`config.mk`:
```
export PLATFORM = sky130hd
export DESIGN_NAME = hdlc_tdm_rx
export DESIGN_NICKNAME = d
export VERILOG_FILES = /design/src/rtl/hdlc_tdm_rx_pkg.sv /design/src/rtl/hdlc_ctx_ram.sv /design/src/rtl/hdlc_rx_bitproc.sv /design/src/rtl/hdlc_tdm_rx.sv
export SDC_FILE = /design/constraint.sdc
export NUM_CORES = 2
export LEC_CHECK = 0
export BUFFER_PORTS_ARGS = -buffer_cell sky130_fd_sc_hd__buf_2
export CAP_MARGIN = 25
export CORE_MARGIN = 2
export CORE_UTILIZATION = 60
export DETAILED_ROUTE_END_ITERATION = 10
export PLACE_DENSITY = 0.76
export SYNTH_ARGS = -nofsm -noshare
export SYNTH_HDL_FRONTEND = slang
export SYNTH_SLANG_ARGS = --single-unit
```
`constraint.sdc`:
```
create_clock -name clk -period 6.6 [get_ports clk]
set_input_delay 0.66 -clock clk [delete_from_list [all_inputs] [get_ports clk]]
set_output_delay 0.66 -clock clk [all_outputs]
set_load 0.01 [all_outputs]
```
`src/rtl/hdlc_tdm_rx_pkg.sv`:
```
package hdlc_tdm_rx_pkg;

  localparam int BYTE_W = 8;
  // unstuffed bits held back so a closing flag never reaches the assembler
  localparam int DLY_W  = 6;
  localparam logic [15:0] CRC_POLY_R = 16'h8408;
  localparam logic [15:0] CRC_PRESET = 16'hFFFF;
  localparam logic [15:0] CRC_GOOD   = 16'hF0B8;

  typedef struct packed {
    logic              in_frame;
    logic [2:0]        ones;
    logic [DLY_W-1:0]  dly;
    logic [2:0]        dcnt;
    logic [2:0]        nbit;
    logic [BYTE_W-1:0] acc;
    logic [1:0]        nheld;
    logic [BYTE_W-1:0] h0;
    logic [BYTE_W-1:0] h1;
    logic [BYTE_W-1:0] h2;
    logic [15:0]       crc;
  } rx_ctx_t;

  function automatic logic [15:0] crc_step(input logic [15:0] c, input logic b);
    logic [15:0] r;
    r = {1'b0, c[15:1]};
    if (c[0] ^ b) r = r ^ CRC_POLY_R;
    return r;
  endfunction

endpackage

```
`src/rtl/hdlc_ctx_ram.sv`:
```
module hdlc_ctx_ram #(
  parameter int DEPTH = 32,
  parameter int WIDTH = 64,
  localparam int AW = (DEPTH > 1) ? $clog2(DEPTH) : 1
) (
  input  logic             clk,
  input  logic             we,
  input  logic [AW-1:0]    waddr,
  input  logic [WIDTH-1:0] wdata,
  input  logic [AW-1:0]    raddr,
  output logic [WIDTH-1:0] rdata
);

  logic [WIDTH-1:0] mem [DEPTH];

  // read-first simple dual port, maps onto a block RAM
  always_ff @(posedge clk) begin
    if (we) mem[waddr] <= wdata;
    rdata <= mem[raddr];
  end

endmodule

```
`src/rtl/hdlc_rx_bitproc.sv`:
```
module hdlc_rx_bitproc
  import hdlc_tdm_rx_pkg::*;
(
  input  rx_ctx_t            cur,
  input  logic               bit_i,
  output rx_ctx_t            nxt,
  output logic               emit,
  output logic               emit_end,
  output logic               emit_err,
  output logic [BYTE_W-1:0]  emit_data
);

  logic              push;
  logic              pbit;
  logic              flag;
  logic              xit;
  logic              xbit;
  logic [BYTE_W-1:0] newb;

  always_comb begin
    nxt       = cur;
    push      = 1'b0;
    pbit      = 1'b0;
    flag      = 1'b0;
    xit       = 1'b0;
    xbit      = cur.dly[DLY_W-1];
    newb      = {xbit, cur.acc[BYTE_W-1:1]};
    emit      = 1'b0;
    emit_end  = 1'b0;
    emit_err  = 1'b0;
    emit_data = '0;

    // line decode: ones run, stuffing, flag, abort
    if (bit_i) begin
      if (cur.ones != 3'd7) nxt.ones = cur.ones + 3'd1;
      if (cur.ones < 3'd5) begin
        push = cur.in_frame;
        pbit = 1'b1;
      end else if (cur.ones >= 3'd6) begin
        nxt.in_frame = 1'b0;
      end
    end else begin
      nxt.ones = 3'd0;
      if (cur.ones == 3'd6) begin
        flag = 1'b1;
      end else if (cur.ones < 3'd5) begin
        push = cur.in_frame;
      end
    end

    // delay line: a bit leaves only when six newer unstuffed bits follow it
    if (push) begin
      nxt.dly = {cur.dly[DLY_W-2:0], pbit};
      if (cur.dcnt == 3'(DLY_W)) xit = 1'b1;
      else nxt.dcnt = cur.dcnt + 3'd1;
    end

    // byte assembly, FCS and three-byte holdback
    if (xit) begin
      nxt.crc  = crc_step(cur.crc, xbit);
      nxt.acc  = newb;
      nxt.nbit = cur.nbit + 3'd1;
      if (cur.nbit == 3'd7) begin
        if (cur.nheld == 2'd3) begin
          emit      = 1'b1;
          emit_data = cur.h0;
          nxt.h0    = cur.h1;
          nxt.h1    = cur.h2;
          nxt.h2    = newb;
        end else begin
          case (cur.nheld)
            2'd0:    nxt.h0 = newb;
            2'd1:    nxt.h1 = newb;
            default: nxt.h2 = newb;
          endcase
          nxt.nheld = cur.nheld + 2'd1;
        end
      end
    end

    if (flag) begin
      if (cur.in_frame && (cur.nheld != 2'd0 || cur.nbit != 3'd0)) begin
        emit      = 1'b1;
        emit_end  = 1'b1;
        emit_err  = (cur.nheld != 2'd3) || (cur.nbit != 3'd0) || (cur.crc != CRC_GOOD);
        emit_data = (cur.nheld == 2'd3) ? cur.h0 : '0;
      end
      nxt.in_frame = 1'b1;
      nxt.dly      = '0;
      nxt.dcnt     = 3'd0;
      nxt.nbit     = 3'd0;
      nxt.acc      = '0;
      nxt.nheld    = 2'd0;
      nxt.crc      = CRC_PRESET;
    end
  end

endmodule

```
`src/rtl/hdlc_tdm_rx.sv`:
```
module hdlc_tdm_rx
  import hdlc_tdm_rx_pkg::*;
#(
  parameter int NCH = 32,
  localparam int CHW = (NCH > 1) ? $clog2(NCH) : 1
) (
  input  logic              clk,
  input  logic              rst,
  input  logic              rx_en,
  input  logic [CHW-1:0]    rx_chan,
  input  logic              rx_bit,
  output logic              out_valid,
  output logic              out_end,
  output logic              out_err,
  output logic [BYTE_W-1:0] out_data,
  output logic [CHW-1:0]    out_chan
);

  localparam int CTX_W = $bits(rx_ctx_t);

  logic [CHW-1:0]   sel_q;
  logic             sel_v;
  logic [NCH-1:0]   seen_q;
  logic             byp_q;
  rx_ctx_t          byp_d_q;
  logic [CTX_W-1:0] ram_rd;
  rx_ctx_t          cur;
  rx_ctx_t          nxt;
  logic             we;
  logic             emit;
  logic             emit_end;
  logic             emit_err;
  logic [BYTE_W-1:0] emit_data;

  assign we = sel_v & rx_en & ~rst;

  always_ff @(posedge clk) begin
    if (rst) begin
      sel_q   <= '0;
      sel_v   <= 1'b0;
      seen_q  <= '0;
      byp_q   <= 1'b0;
      byp_d_q <= '0;
    end else begin
      sel_q   <= rx_chan;
      sel_v   <= 1'b1;
      byp_q   <= we && (sel_q == rx_chan);
      byp_d_q <= nxt;
      if (we) seen_q[sel_q] <= 1'b1;
    end
  end

  hdlc_ctx_ram #(
    .DEPTH (NCH),
    .WIDTH (CTX_W)
  ) ctx_ram_i (
    .clk   (clk),
    .we    (we),
    .waddr (sel_q),
    .wdata (nxt),
    .raddr (rx_chan),
    .rdata (ram_rd)
  );

  // a never-written channel reads as a cleared, hunting context
  always_comb begin
    if (!seen_q[sel_q])  cur = '0;
    else if (byp_q)      cur = byp_d_q;
    else                 cur = rx_ctx_t'(ram_rd);
  end

  hdlc_rx_bitproc bitproc_i (
    .cur       (cur),
    .bit_i     (rx_bit),
    .nxt       (nxt),
    .emit      (emit),
    .emit_end  (emit_end),
    .emit_err  (emit_err),
    .emit_data (emit_data)
  );

  assign out_valid = we & emit;
  assign out_end   = we & emit_end;
  assign out_err   = we & emit_err;
  assign out_data  = out_valid ? emit_data : '0;
  assign out_chan  = sel_q;

endmodule

```
Yosys cells after proc, flatten, opt, wreduce, memory -nomap -nowiden:

Memory sizes are Yosys's and may differ from the RTL's. A register that Yosys moved wholly into a read port is not among the register bits.
Cells that the tools add are included.

* flip-flop bits (word level): 105
* bits in writable memories: 2112
* input port bits: 9
* output and inout bits: 16
* word-level logic and storage cells: 103
* memories: 1

Memory list
* ctx_ram_i.mem: words 32, bits a word 66, rd ports 1, clocked after memory_dff 1, wr ports 1, line hdlc_ctx_ram.sv:14 `logic [WIDTH-1:0] mem [DEPTH];`

* $add $sub $neg: 4
* $lt $le $gt $ge: 4
* eq/ne operators: 9
* muxes and demuxes: 51
* bitwise gates (word level): 9
* reduce and logical (&&, ||, !) cells: 10

Operators by type and width (number)
* $mux 66: 2
* $mux 8: 9
* $mux 53: 1
* $mux 16: 2
* $or 32x32->32: 1
* $mux 1: 27
* $mux 26: 1
* $mux 24: 1
* $mux 22: 1
* $ne 16x16->1 const B: 1
* $add 3x1->3 const B: 3
* $eq 3x3->1 const B: 3
* $mux 3: 3
* $mux 9: 1
* $lt 5x6->1 const B: 1
* $and 1x1->1: 5
* $bmux 1 s5: 1
* $demux 1 s5: 1
* $eq 5x5->1: 1
* $ge 5x1->1 const B: 1
* $ge 3x3->1 const B: 1
* $logic_and 1x1->1: 3
* $logic_or 1x1->1: 3
* $lt 3x3->1 const B: 1
* 13 further kinds: 13

Logic depth before layout (Yosys ltp):

* word-level depth: 13
* mapped depth: 19
* mapped depth without buffers: 13

By module:

A second synthesis with hierarchy kept.

* cell total of the unflattened synthesis: 3964
* area total of the unflattened synthesis: 88328.5 µm²

Modules (own cells, without submodules)
* hdlc_ctx_ram: instances 1, cells an instance 3197, area each 81451.9 µm², seq. area each 64742.1 µm²
* hdlc_tdm_rx: instances 1, cells an instance 507, area each 5213.8 µm², seq. area each 2102.0 µm²
* hdlc_rx_bitproc: instances 1, cells an instance 260, area each 1662.8 µm², seq. area each 0.0 µm²

Worst setup path after synthesis:

OpenSTA, ideal clock, no wires.

* kind: reg2reg
* start point: register sel_q[4] (netlist: out_chan[4])
* end point: memory ctx_ram_i.mem[0][32] (netlist name), data pin
* library setup time: 0.445 ns
* data arrival time: 4.682 ns
* data required time: 6.155 ns
* slack: 1.473 ns
* stages on the path, launching flop included: 19
* path buffers: 6
* period minus slack after synthesis: 5.127 ns
* path through: dfxtp_1 buf_2 or3b_1 buf_2 o22ai_1 nor4_1 o22a_1 buf_2 buf_2 buf_1 nor2_1 ha_1 inv_1 o22ai_1 a211o_1 clkbuf_1 o311ai_0 o21a_1 nor3_1

RTL lines
* start, declared: line hdlc_tdm_rx.sv:21 `logic [CHW-1:0] sel_q;`
* start signal, assigned: line hdlc_tdm_rx.sv:45 `sel_q <= rx_chan;`
* end, declared: line hdlc_ctx_ram.sv:14

Worst setup path after layout:

* start point: register sel_q[3] (netlist: out_chan[3])
* end point: output out_data[1]

* cells in the longest elaborated chain, start to end: 13
* elaborated cells on any way between the ends: 31
* classes of those cells: order compare: 1; eq/ne: 4; mux: 21; bitwise: 1; reduce/logical: 4

RTL lines
* $bmux 1 s5 *: line hdlc_tdm_rx.sv:67 `if (!seen_q[sel_q]) cur = '0;`
* $mux 1 (implied by the code) *: line hdlc_tdm_rx.sv:67
* $mux 66 *: line hdlc_tdm_rx.sv:67
* $lt 3x3->1: line hdlc_rx_bitproc.sv:36, hdlc_rx_bitproc.sv:46
* $mux 1: line hdlc_rx_bitproc.sv:36, hdlc_rx_bitproc.sv:46
* $mux 1: line hdlc_rx_bitproc.sv:44 `if (cur.ones == 3'd6) begin`
* $mux 1: line hdlc_rx_bitproc.sv:34 `if (bit_i) begin`
* $mux 1: line hdlc_rx_bitproc.sv:52 `if (push) begin`
* $mux 1: line hdlc_rx_bitproc.sv:59 `if (xit) begin`
* $mux 1: line hdlc_rx_bitproc.sv:82 `if (cur.in_frame && (cur.nheld != 2'd0 || cur.nbit != 3'd0)) begin`
* $mux 1: line hdlc_rx_bitproc.sv:81 `if (flag) begin`
* $and 1x1->1: line hdlc_tdm_rx.sv:82 `assign out_valid = we & emit;`
* $mux 8 *: line hdlc_tdm_rx.sv:85 `assign out_data = out_valid ? emit_data : '0;`
* end, declared: line hdlc_tdm_rx.sv:15 `output logic [BYTE_W-1:0] out_data,`

Every way passes the cells marked *; elsewhere a longest branch is shown, timed or not. The select of a mux whose other input is x is not followed.

==> impl_metrics.csv <==
group,metric,value,unit
yosys,synth-adder-area-share,0.102,%
critical_path,critical_path.startpoint_type,"register",
power_and_ir_drop,p_int,0.0234,W
global_routing,antenna_found_initial,3,
global_routing,grt_pass1_wl,309000,um
power_and_ir_drop,comb_power_share,5.6,%
floorplan,rows,138,
floorplan,core,142000,sq um
global_routing,met2_usage,48.8,%
sta,slew_headroom,24.5,%
sta,rsz0062_at_grt,"false",
critical_path,worstSetupPathType,"reg2out",
floorplan,die-area,146000,sq um
power_and_ir_drop,p_total,0.0297,W
yosys,syn_nets,3766,
yosys,synth_seq_area_share,76.9,%
sta,fin_setup_tns,0,ps
sta,skew,32.1,ps
sta,fin_crit,6420,ps
clocking,clk_pin_slew_worst_paths,60,ps
drt,ant_nets,0,
placed_design,port-buffer-count,24,
clocking,cts_inserted_buffers,207,
clocking,cts_tree,"built",
global_routing,track_usage,30.3,%
clocking,cts_max_level,4,
cells_and_area,nFillCells,8255,
sta,maxSlewViolCount,0,
placed_design,place_ws,860,ps
yosys,synth_top_family_by_area,"multiplexers",
drt,drt_iter0_drc,6253,
clocking,clock_path_buffers,3,
cells_and_area,nets,3963,
power_and_ir_drop,vdd_drop_max,0.278,mV
power_and_ir_drop,p_sw_share,21.1,%
drt,drc,0,
critical_path,cp_max_fo,17,
global_routing,use_met1,42.3,%
placed_design,dp_cells,5623,
flow_run,cap_violations,0,
drt,wl_per_cell,36.1,um
yosys,synthFlopType,"edfxtp_1",
global_routing,top_usage_layer,"met2",
global_routing,grt_pass1_vias,42100,
sta,hold_violations,0,
floorplan,die_y,382,um
floorplan,die-width,382,um
drt,finalWirelength,217000,um
clocking,cts_sinks,2249,
drt,post_drt_via_cell_ratio,6.91,
floorplan,start_util,60.5,%
placed_design,gp_congestion,0.832,
yosys,yosysWarnings,0,
yosys,synth_simple_gate_area_share,1.77,%
yosys,synth.distinct_cells,62,
power_and_ir_drop,leakagePower,30.8,nW
critical_path,worstPathRequired,5940,ps
clocking,clk_latency,860,ps
global_routing,grt_max_degree,144,
global_routing,use_met3,6.37,%
floorplan,io_pins,25,
sta,worst_slew_pin_slew,1130,ps
clocking,post-cts-setup-buffer-count,0,
cells_and_area,layoutNonFillerInstCount,6020,
cells_and_area,area_growth,12.5,%
cells_and_area,layout-drive-gt1-share,32.4,%
power_and_ir_drop,pwr-share-clk,40.8,%
sta,fmax,156,MHz
critical_path,arrival,5760,ps
yosys,synth_edf_count,2080,
critical_path,end_kind,"output port",
yosys,synthXorXnorAreaFrac,0.112,%
yosys,synth_area,85700,sq um
global_routing,grt_remaining_overflow,0,
drt,dr_total_vias,41600,
run_status,status,"finished clean",
yosys,synth_compound_area_share,0.754,%
yosys,synth_cells,3750,
clocking,root_buffer,"clkbuf_16",
sta,final.setup.worst_slack,184,ps
power_and_ir_drop,seqPwrFrac,53.6,%
sta,fin_crit_sh,97.2,%
power_and_ir_drop,p_switching,0.00629,W
power_and_ir_drop,powerDensity,309,nW/um^2
sta,setup_viol,0,
placed_design,dp_hpwl,102000,um
drt,first_pass_iters,5,
yosys,async_flop_share,0,%
yosys,syn_avg_cell_area,22.8,sq um
yosys,ys_seq_elements,2249,
yosys,synthMuxAreaShare,19.3,%
worst_hold_path,hold_class,"in2reg",
## flip-flops by register name, indices dropped and copies added, names as in the netlist
| signal | count |
|---|---|
| byp_d_q | 65 |
| byp_q | 1 |
| ctx_ram_i.mem | 2080 |
| ctx_ram_i.rdata | 65 |
| out_chan | 5 |
| seen_q | 32 |
| sel_v | 1 |
## worst max-delay path, stage by stage (launching register included)
cell and delay [ps]:
dfxtp_1 500, nand3_1 480, o22ai_1 350, nor4_1 100, o22a_2 350, buf_4 260
nor2_1 220, ha_1 270, o21ai_1 260, a211oi_4 490, a21oi_1 80, or4_1 770
nor2b_2 530, buf_2 220
## what timing repair did
item,CTS,global route
setup endpoints to repair,1,1
resized for setup,1,1
hold buffers,0,0
pin swaps,0,0
## power by group through the flow
| stage | Clock (W) | Combinational [W] | Sequential, W |
|---|---|---|---|
| after floorplan | 0 | 0.00111 | 0.0162 |
| after global placement | 0 | 0.00159 | 0.0162 |
| after detailed placement | 0 | 0.00163 | 0.0162 |
| after CTS | 0.0122 | 0.00166 | 0.0159 |
| after global routing | 0.0127 | 0.00178 | 0.0159 |
| final | 0.0121 | 0.00167 | 0.0159 |
## cell usage in the layout, fill, tap and decap left out, types with 15 or more instances in the layout
master,n
o21a_1,20
mux2i_1,73
buf_4,137
bufinv_16,20
clkbuf_16,214
edfxtp_1,2080
a21oi_1,24
o21ai_0,15
buf_2,19
mux2_2,95
nor2_4,32
mux4_2,653
dfxtp_1,167
clkinv_2,48
clkbuf_8,18
nor2_1,166
clkbuf_1,36
nand2_1,59
clkinvlp_4,15
buf_12,26
clkinv_1,32
## cells by family after synthesis
logic type,Yosys count
adder cells (fa/ha/maj),7
multiplexers,823
flip-flops,2249
AND/OR/NAND/NOR,345
buffers and inverters,222
XOR/XNOR,11
AO/OA/AOI/OAI,93
## final timing paths
kind | startpoint | endpoint | slack [ps] | cells after the start
min | rx_bit | byp_d_q[62]$_SDFF_PP0_ | 220 | 3
max | out_chan[3]$_SDFF_PP0_ | out_data[1] | 180 | 13
min reg2reg | seen_q[2]$_SDFFE_PP0P_ | seen_q[2]$_SDFFE_PP0P_ | 470 | 1
max reg2reg | out_chan[1]$_SDFF_PP0_ | ctx_ram_i.mem[0][32]$_DFFE_PP_ | 1790 | 13
## metal layers
| metal | up-vias | share of wire [%] | routed length (um) |
|---|---|---|---|
| li1 | 16100 | - | - |
| met1 | 22000 | 35 | 77000 |
| met2 | 2959 | 50 | 108000 |
| met3 | 478 | 12 | 25500 |
| met4 | 4 | 3.3 | 7220 |
| met5 | - | 0.011 | 25 |
## through the flow
step | utilization, % | hold slack (ps) | area, sq um
2_1_floorplan | - | 440 | 85700
3_3_place_gp | 63.0 | 448 | 89100
3_5_place_dp | 63.1 | 453 | 89300
4_1_cts | 68.0 | 187 | 96300
5_1_grt | 68.1 | 229 | 96400
6_report | 68.1 | 224 | 96400
## final cells by class
type	count	area, sq um	area share, %
Clock inverter	123	1230	1.27
Sequential cell	2249	65800	68.3
Clock buffer	268	5740	5.95
Timing Repair Buffer	196	1930	2.01
Inverter	14	52.6	0.0545
Tap cell	1890	2360	2.45
Antenna cell	1	2.50	0.00260
Multi-Input combinational cell	1279	19200	19.9
## synthesized netlist by cell type (all sizes together), types with 3 or more instances
library cell | n | share of area, %
buf | 90 | 0.51
nand2 | 60 | 0.27
mux2 | 95 | 1.2
o311ai | 7 | 0.072
clkbuf | 118 | 0.52
nor2 | 207 | 0.93
a21oi | 25 | 0.15
nand3 | 6 | 0.035
ha | 7 | 0.10
nor4 | 3 | 0.022
or2 | 5 | 0.037
nor3 | 25 | 0.15
o22ai | 6 | 0.058
o31ai | 7 | 0.067
xnor2 | 7 | 0.072
xor2 | 4 | 0.041
nor2b | 6 | 0.047
mux4 | 654 | 17
mux2i | 74 | 0.86
edfxtp | 2080 | 73
nor3b | 4 | 0.035
or3b | 3 | 0.031
inv | 13 | 0.057
o21a | 20 | 0.18
dfxtp | 169 | 3.9
o21ai | 16 | 0.093
and2 | 8 | 0.058
nand3b | 6 | 0.053
or3 | 3 | 0.022
Note: power is estimated with default switching activity, not from simulation.
